<file path="src/rtl/vdec_csr_pkg.sv">
`timescale 1ns/1ps
package vdec_csr_pkg;
  // status bit that is cleared by a new command rather than by software
  localparam int FLG_CMD  = 0;
  // register byte offsets
  localparam int OFS_STAT = 0;
  localparam int OFS_IE   = 4;
  localparam int OFS_CTL  = 8;
endpackage

</file>
<file path="src/rtl/vdec_flag_bank.sv">
`timescale 1ns/1ps
module vdec_flag_bank
  import vdec_csr_pkg::*;
#(
  parameter int NFLAG = 7
) (
  input  logic             clk,
  input  logic             rst,
  input  logic [NFLAG-1:0] set_evt,
  input  logic             w1c_en,
  input  logic [NFLAG-1:0] w1c_mask,
  input  logic             new_cmd,
  output logic [NFLAG-1:0] flags
);

  for (genvar i = 0; i < NFLAG; i++) begin : g_bit
    logic q;
    assign flags[i] = q;

    if (i == FLG_CMD) begin : g_cmd
      logic unused_w1c;
      assign unused_w1c = w1c_mask[i];

      always_ff @(posedge clk) begin
        if (rst)             q <= 1'b0;
        else if (set_evt[i]) q <= 1'b1;
        else if (new_cmd)    q <= 1'b0;
      end

      a_r4_cmd_hold: assert property (@(posedge clk) disable iff (rst)
        (q && !new_cmd) |=> q);
      a_r5_cmd_set_wins: assert property (@(posedge clk) disable iff (rst)
        (set_evt[i] && new_cmd) |=> q);
    end else begin : g_w1c
      always_ff @(posedge clk) begin
        if (rst)                         q <= 1'b0;
        else if (set_evt[i])             q <= 1'b1;
        else if (w1c_en && w1c_mask[i])  q <= 1'b0;
      end

      a_r3_w1c_clears: assert property (@(posedge clk) disable iff (rst)
        (w1c_en && w1c_mask[i] && !set_evt[i]) |=> !q);
      a_r3_w1c_holds: assert property (@(posedge clk) disable iff (rst)
        (q && !(w1c_en && w1c_mask[i])) |=> q);
    end

    a_r2_set_lands: assert property (@(posedge clk) disable iff (rst)
      set_evt[i] |=> q);
  end

endmodule

</file>
<file path="src/rtl/vdec_ctl_reg.sv">
`timescale 1ns/1ps
module vdec_ctl_reg #(
  parameter int SLICE_W = 8,
  parameter int MODE_W  = 2
) (
  input  logic               clk,
  input  logic               rst,
  input  logic               wr_en,
  input  logic               wr_strobe,
  input  logic [SLICE_W-1:0] wr_slice,
  input  logic [MODE_W-1:0]  wr_mode,
  input  logic               cap_vld,
  input  logic [SLICE_W-1:0] cap_code,
  output logic [SLICE_W-1:0] slice,
  output logic [MODE_W-1:0]  mode
);

  // slice byte: hardware capture outranks a software strobe write
  always_ff @(posedge clk) begin
    if (rst)                       slice <= '0;
    else if (cap_vld)              slice <= cap_code;
    else if (wr_en && wr_strobe)   slice <= wr_slice;
  end

  // mode field: only a write with the strobe clear touches it
  always_ff @(posedge clk) begin
    if (rst)                       mode <= '0;
    else if (wr_en && !wr_strobe)  mode <= wr_mode;
  end

  a_r12_capture_wins: assert property (@(posedge clk) disable iff (rst)
    cap_vld |=> (slice == $past(cap_code)));
  a_r9_mode_kept: assert property (@(posedge clk) disable iff (rst)
    (wr_en && wr_strobe) |=> $stable(mode));
  a_r10_slice_kept: assert property (@(posedge clk) disable iff (rst)
    (wr_en && !wr_strobe && !cap_vld) |=> $stable(slice));

endmodule

</file>
<file path="src/rtl/vdec_irq_gen.sv">
`timescale 1ns/1ps
module vdec_irq_gen #(
  parameter int NFLAG = 7
) (
  input  logic             clk,
  input  logic             rst,
  input  logic [NFLAG-1:0] flags,
  input  logic [NFLAG-1:0] ie,
  output logic             irq
);

  logic pending;
  assign pending = |(flags & ie);

  always_ff @(posedge clk) begin
    if (rst) irq <= 1'b0;
    else     irq <= pending;
  end

  a_r7_irq_rises: assert property (@(posedge clk) disable iff (rst)
    (|(flags & ie)) |=> irq);
  a_r7_irq_falls: assert property (@(posedge clk) disable iff (rst)
    !(|(flags & ie)) |=> !irq);

endmodule

</file>
<file path="src/rtl/vdec_csr.sv">
`timescale 1ns/1ps
module vdec_csr
  import vdec_csr_pkg::*;
#(
  parameter int DATA_W  = 32,
  parameter int ADDR_W  = 4,
  parameter int NFLAG   = 7,
  parameter int SLICE_W = 8,
  parameter int MODE_W  = 2
) (
  input  logic               clk,
  input  logic               rst,
  input  logic               reg_wr,
  input  logic               reg_rd,
  input  logic [ADDR_W-1:0]  reg_addr,
  input  logic [DATA_W-1:0]  reg_wdata,
  output logic [DATA_W-1:0]  reg_rdata,
  input  logic [NFLAG-1:0]   hw_evt,
  input  logic               new_cmd,
  input  logic               slice_cap_vld,
  input  logic [SLICE_W-1:0] slice_cap_code,
  output logic               irq
);

  localparam int STB_BIT  = SLICE_W;
  localparam int MODE_LSB = SLICE_W + 1;
  localparam int CTL_TOP  = MODE_LSB + MODE_W;

  localparam logic [ADDR_W-1:0] A_STAT = ADDR_W'(OFS_STAT);
  localparam logic [ADDR_W-1:0] A_IE   = ADDR_W'(OFS_IE);
  localparam logic [ADDR_W-1:0] A_CTL  = ADDR_W'(OFS_CTL);

  logic sel_stat, sel_ie, sel_ctl;
  assign sel_stat = (reg_addr == A_STAT);
  assign sel_ie   = (reg_addr == A_IE);
  assign sel_ctl  = (reg_addr == A_CTL);

  logic unused_wbits;
  assign unused_wbits = ^reg_wdata[DATA_W-1:CTL_TOP];

  logic [NFLAG-1:0]   flags;
  logic [NFLAG-1:0]   ie_q;
  logic [SLICE_W-1:0] slice;
  logic [MODE_W-1:0]  mode;

  vdec_flag_bank #(.NFLAG(NFLAG)) u_flags (
    .clk      (clk),
    .rst      (rst),
    .set_evt  (hw_evt),
    .w1c_en   (reg_wr && sel_stat),
    .w1c_mask (reg_wdata[NFLAG-1:0]),
    .new_cmd  (new_cmd),
    .flags    (flags)
  );

  always_ff @(posedge clk) begin
    if (rst)                  ie_q <= '0;
    else if (reg_wr && sel_ie) ie_q <= reg_wdata[NFLAG-1:0];
  end

  vdec_ctl_reg #(.SLICE_W(SLICE_W), .MODE_W(MODE_W)) u_ctl (
    .clk       (clk),
    .rst       (rst),
    .wr_en     (reg_wr && sel_ctl),
    .wr_strobe (reg_wdata[STB_BIT]),
    .wr_slice  (reg_wdata[SLICE_W-1:0]),
    .wr_mode   (reg_wdata[CTL_TOP-1:MODE_LSB]),
    .cap_vld   (slice_cap_vld),
    .cap_code  (slice_cap_code),
    .slice     (slice),
    .mode      (mode)
  );

  vdec_irq_gen #(.NFLAG(NFLAG)) u_irq (
    .clk   (clk),
    .rst   (rst),
    .flags (flags),
    .ie    (ie_q),
    .irq   (irq)
  );

  logic [DATA_W-1:0] rd_mux;
  always_comb begin
    rd_mux = '0;
    if (sel_stat)     rd_mux = DATA_W'(flags);
    else if (sel_ie)  rd_mux = DATA_W'(ie_q);
    else if (sel_ctl) rd_mux = DATA_W'({mode, 1'b0, slice});
  end

  always_ff @(posedge clk) begin
    if (rst)         reg_rdata <= '0;
    else if (reg_rd) reg_rdata <= rd_mux;
  end

  a_r1_reset_clears: assert property (@(posedge clk)
    rst |=> (reg_rdata == '0 && !irq));
  a_r6_ie_written: assert property (@(posedge clk) disable iff (rst)
    (reg_wr && sel_ie) |=> (ie_q == $past(reg_wdata[NFLAG-1:0])));
  a_r11_strobe_reads_zero: assert property (@(posedge clk) disable iff (rst)
    (reg_rd && sel_ctl) |=> !reg_rdata[STB_BIT]);
  a_r13_unmapped_zero: assert property (@(posedge clk) disable iff (rst)
    (reg_rd && !sel_stat && !sel_ie && !sel_ctl) |=> (reg_rdata == '0));

endmodule

</file>
<file path="config.mk">
export PLATFORM = sky130hd
export DESIGN_NAME = vdec_csr
export DESIGN_NICKNAME = d
export VERILOG_FILES = /design/src/rtl/vdec_csr_pkg.sv /design/src/rtl/vdec_flag_bank.sv /design/src/rtl/vdec_ctl_reg.sv /design/src/rtl/vdec_irq_gen.sv /design/src/rtl/vdec_csr.sv
export SDC_FILE = /design/constraint.sdc
export NUM_CORES = 1
export LEC_CHECK = 0
export ABC_AREA = 1
export BUFFER_PORTS_ARGS = -buffer_cell sky130_fd_sc_hd__buf_4
export CORE_UTILIZATION = 40
export CTS_CLUSTER_DIAMETER = 50
export DETAILED_ROUTE_END_ITERATION = 8
export PLACE_DENSITY = 0.72
export SLEW_MARGIN = 20
export SYNTH_ARGS = -nofsm -noshare
export SYNTH_HDL_FRONTEND = slang
export SYNTH_SLANG_ARGS = --single-unit
</file>
<file path="constraint.sdc">
create_clock -name clk -period 1.12 [get_ports clk]
set_input_delay 0.168 -clock clk [delete_from_list [all_inputs] [get_ports clk]]
set_output_delay 0.168 -clock clk [all_outputs]
set_load 0.02 [all_outputs]
</file>
Word level (Yosys, flattened, before mapping)
Cells that the tools add are included.
{ "op_classes": {"eq_ne": 2, "muxes": 19, "bitwise_logic": 1, "n_reduce_logical": 22} }
{ "ops": {"columns": ["op", "n"], "rows": [
  ["$mux W11", 3],
  ["$mux W8", 2],
  ["$reduce_bool A2 Y1", 8],
  ["$mux W1", 14],
  ["$logic_and A1 B1 Y1", 11],
  ["$and A7 B7 Y7", 1],
  ["$reduce_or A7 Y1", 1],
  ["$eq A4 B3 Y1 const B", 1],
  ["$eq A4 B4 Y1 const B", 1],
  ["$logic_not A4 Y1", 1],
  ["$logic_not A1 Y1", 1]
]} }
{ "word_totals": {"regBits": 57, "input_bits": 57, "wordCells": 56} }

Logic depth before layout (Yosys ltp)
{ "depth": {"depth_word": 5, "mapped_depth": 9} }

Hierarchy
A second synthesis with hierarchy kept.
{ "hier_totals": {"hier_cells": 306, "hier_area_um2": 2083.2} }
{ "modules_own_cells": {"columns": ["module", "n_inst", "cells_per_inst", "area_each_um2", "seq_area_each_um2"], "rows": [
  ["vdec_csr", 1, 161, 1164.9, 340.3],
  ["vdec_ctl_reg", 1, 89, 534.3, 200.2],
  ["vdec_flag_bank", 1, 41, 306.5, 140.1],
  ["vdec_irq_gen", 1, 15, 77.6, 20.0]
]} }

Worst setup path after synthesis
No wires, ideal clock.
{ "synth_path": {"path_kind": "input-to-reg", "from": "in reg_addr[1]", "to": "reg ie_q[1]", "arrival_ns": 0.903, "required_time_ns": 1.001, "slack_ns": 0.097, "cell_stages": 6, "path_buffers": 2, "path_cell_list": "nor2_2 buf_6 nand4_2 buf_4 o21ai_0 a21oi_1"} }
{ "synth_via": {"elab_chain_len": 2} }
{ "synth_lines": {"columns": ["element", "line_no", "rtl"], "rows": [
  ["from (decl)", "vdec_csr.sv:15", "input logic [ADDR_W-1:0] reg_addr,"],
  ["$eq A4 B3 Y1", "vdec_csr.sv:35", "assign sel_ie = (reg_addr == A_IE);"],
  ["$logic_and A1 B1 Y1", "vdec_csr.sv:58", "else if (reg_wr && sel_ie) ie_q <= reg_wdata[NFLAG-1:0];"],
  ["to (signal assigned)", "vdec_csr.sv:58", null],
  ["to (decl)", "vdec_csr.sv:42", "logic [NFLAG-1:0] ie_q;"]
]} }
No other way between the ends.
A chain may end at the register's enable or synchronous reset.

Worst setup path in the final report
{ "layout_path": {"from": "in reg_addr[1]", "to": "reg u_flags.g_bit[4].q"} }
{ "layout_via": {"elab_chain_len": 4} }
{ "layout_lines": {"columns": ["element", "line_no", "rtl"], "rows": [
  ["$logic_not A4 Y1", "vdec_csr.sv:34", "assign sel_stat = (reg_addr == A_STAT);"],
  ["$logic_and A1 B1 Y1", "vdec_csr.sv:50", ".w1c_en (reg_wr && sel_stat),"],
  ["$logic_and A1 B1 Y1", "vdec_flag_bank.sv:38", "else if (w1c_en && w1c_mask[i]) q <= 1'b0;"],
  ["$reduce_bool A2 Y1 (no line)", null, null],
  ["to (signal assigned)", "vdec_flag_bank.sv:36", "if (rst) q <= 1'b0;"],
  ["to (signal assigned)", "vdec_flag_bank.sv:37", "else if (set_evt[i]) q <= 1'b1;"],
  ["to (signal assigned)", "vdec_flag_bank.sv:38", null],
  ["to (decl)", "vdec_flag_bank.sv:17", "logic q;"]
]} }
No other way between the ends.

==> flow_summary.yaml <==
critical_path:
  crit_path_end_kind: "flip-flop"
  cp_max_fo: 6
  r2r_slack_ns: 0.34
  crit_type: "primary input to flip-flop"
  cp_slowest_stage_delay_ns: 0.23
  r2r-end: "reg_rdata[3]"
  critPathArrivalTime_ns: 1.11
  path_cells: "buf_4 > nor2_2 > buf_4 > nand2_2 > nor2_2 > nand2_1 > a21oi_1 > nor2_1"
  reg2reg_depth: 4
  worstPathRequired_ns: 1.29
  reg2reg_from: "u_flags.g_bit[3].q"
  cp_top_family: "simple AND/OR/NAND/NOR gates"
  cp-start-kind: "primary input"
  crit_buf_inv: 2
  cpMaxStageDelayCell: "nor2_2"
clock_tree:
  postCtsSetupBuffers: 0
  clock-sinks: 35
  post_cts_resized: 0
  cts_buffers: 5
  cts_max_path_buffers: 2
  h-tree-depth: 2
  cts_tree: "built"
  cts-root-buf: "clkbuf_8"
  insertion_delay_ns: 0.28
  ctsHoldBuffers: 0
  clk_pin_slew_ns: 0.07
placement:
  gp_congestion: 0.849
  placed_area_um2: 2100
  port_buffers: 46
  post-place-ws_ns: -0.113
  dp_hpwl_um: 3080
cells_and_area:
  drive_gt1_share_pct: 24.0
  antenna_cells: 0
  post-route-util_pct: 53.0
  fillers: 431
  syn_to_final_growth_pct: 23.9
  fin_nets: 360
  design_area_um2: 2180
grt:
  grt_pass1_wl_um: 6290
  antenna_found_initial: 0
  grt_pass1_vias: 1440
  grt_max_degree: 21
  grt_usage_pct: 18.5
  overflow: 0
run_status:
  outcome: "finished, final reports clean"
detailed_routing:
  drt.antenna.violating_nets: 0
  firstDrtPassIters: 4
  highest_layer: "met4"
  num_vias: 1619
  wl_met1_um: 1880
  drc_errors: 0
  route.met3.wl_um: 218
  via_per_inst: 4.57
  routed_wl_um: 3860
  drt-initial-drc-count: 61
  met2_length_um: 1700
  wl_per_cell_um: 10.9
timing:
  slew_viol_final: 0
  rsz0062_at_grt: "no"
  fin_hold_ws_ns: 0.0865
  fin_skew_ns: 0.00341
  final-setup-viol-count: 0
  period_needed_ns: 0.936
  hold_viol: 0
  max_freq_mhz: 1070
  post-route-period-util_pct: 83.6
  timing.final.ws_setup_ns: 0.184
power:
  power_leakage_uw: 0.000992
  power_density_nw_per_um2: 1220
  irDropWorstVdd_mv: 0.626
logic_synthesis:
  yosysSeqAreaShare_pct: 39.8
  ys_ff_latch: 35
  yosysWarnings: 0
  avgSynthCellArea_um2: 7.04
  synth_top_family_by_area: "simple AND/OR/NAND/NOR gates"
  muxShareOfSynthArea_pct: 0
  syn_area_um2: 1760
  synth_compound_area_share_pct: 14.8
  yosys.area_share.simple_pct: 29.1
  synthCells: 250
  ys_types: 22
  synthAdderAreaFrac_pct: 0
  synth-xor-area-share_pct: 0
job:
  drv_cap: 0
floorplan:
  die_x_um: 68.3
  num_io_pins: 90
  core_area_um2: 4120
  std_cell_rows: 23
  start_util_pct: 42.7
  die_y_um: 68.3
  dieArea_um2: 4670
min_path:
  hold_end: "u_flags.g_bit[1].q"
  min_from: "hw_evt[1]"
  hold_depth: 3
  hp-class: "primary input to flip-flop"
-- power breakdown --
part	leakage, uW	total (uW)	internal [uW]	switching, uW
Sequential	0.000288	1340	1310	35.9
Clock	0.0000422	864	436	428
Combinational	0.000662	458	189	268
Total	0.000992	2660	1930	732
-- through the flow --
step	std cells	TNS, ns	total power (uW)
after floorplan	271	0	1690
after global placement	346	-0.865	1820
after detailed placement	346	-1.50	1830
after CTS	354	0	2670
after global routing	354	0	2790
final	354	0	2660
-- metal layers --
| layer | up-vias | track usage (%) |
|---|---|---|
| li1 | 870 | - |
| met1 | 688 | 23.0 |
| met2 | 54 | 30.4 |
| met3 | 7 | 4.33 |
| met4 | 0 | 7.81 |
| met5 | - | 0 |
-- final cells by class --
class / instances / area, um2 / area share, %
clock buffers: 7 / 76.3 / 3.50
clock inverters: 1 / 5.00 / 0.230
well taps: 50 / 62.6 / 2.87
inverters: 14 / 52.6 / 2.41
multi-input cells: 190 / 855 / 39.2
flip-flops and latches: 35 / 701 / 32.1
repair buffers: 57 / 428 / 19.6
-- cell usage after synthesis --
master,n,share of area (%)
a21oi_1,27,7.7
buf_1,1,0.21
buf_2,1,0.28
buf_4,25,11
buf_6,2,1.3
clkbuf_1,3,0.64
clkinv_1,1,0.21
conb_1,1,0.21
dfxtp_1,35,40
inv_1,12,2.6
inv_2,1,0.21
nand2_1,63,13
nand2_2,2,0.71
nand2_4,1,0.64
nand3_1,18,5.1
nand4_1,2,0.71
nand4_2,1,0.71
nand4_4,1,1.2
nor2_1,24,5.1
nor2_2,4,1.4
o21ai_0,22,6.3
o21ai_1,3,0.85
-- flip-flops by register name (all words and copies together) (netlist names) --
signal           cells
reg_rdata           10
u_ctl.slice          8
ie_q                 7
u_flags.g_bit.q      7
u_ctl.mode           2
u_irq.irq            1
-- how the worst max path moves through the flow --
stage                           start  slack (ns)            endpoint  depth (start not counted)
after floorplan           reg_addr[1]         0.1             ie_q[1]                          6
after global placement    reg_addr[1]       -0.09  u_flags.g_bit[2].q                          8
after detailed placement  reg_addr[1]       -0.11  u_flags.g_bit[1].q                          8
after CTS                 reg_addr[1]        0.18  u_flags.g_bit[1].q                          8
after global routing      reg_addr[1]        0.06        reg_rdata[1]                          7
final                     reg_addr[1]        0.18  u_flags.g_bit[4].q                          8
-- worst min-delay path: stages --
cell	delay [ns]
buf_4	0.08
a21oi_1	0.03
nor2_1	0.07
-- cells by family after synthesis --
logic type,after synthesis
other,1
flip-flops,35
AO/OA/AOI/OAI,52
AND/OR/NAND/NOR,116
buffers and inverters,46
-- layout by cell type, fill, tap and decap left out --
cell type	count
o21ai_0	22
clkinv_1	1
a21oi_1	27
nor2_2	4
clkbuf_8	5
nand4_4	1
nor2_1	24
nand2_4	1
inv_1	12
nand3_1	18
conb_1	22
o21ai_1	3
nand4_2	1
nand4_1	2
clkbuf_1	2
clkinv_2	1
nand2_2	2
buf_4	57
inv_2	1
nand2_1	63
dfxtp_1	35
No activity file was read; power rests on OpenSTA's default activity.
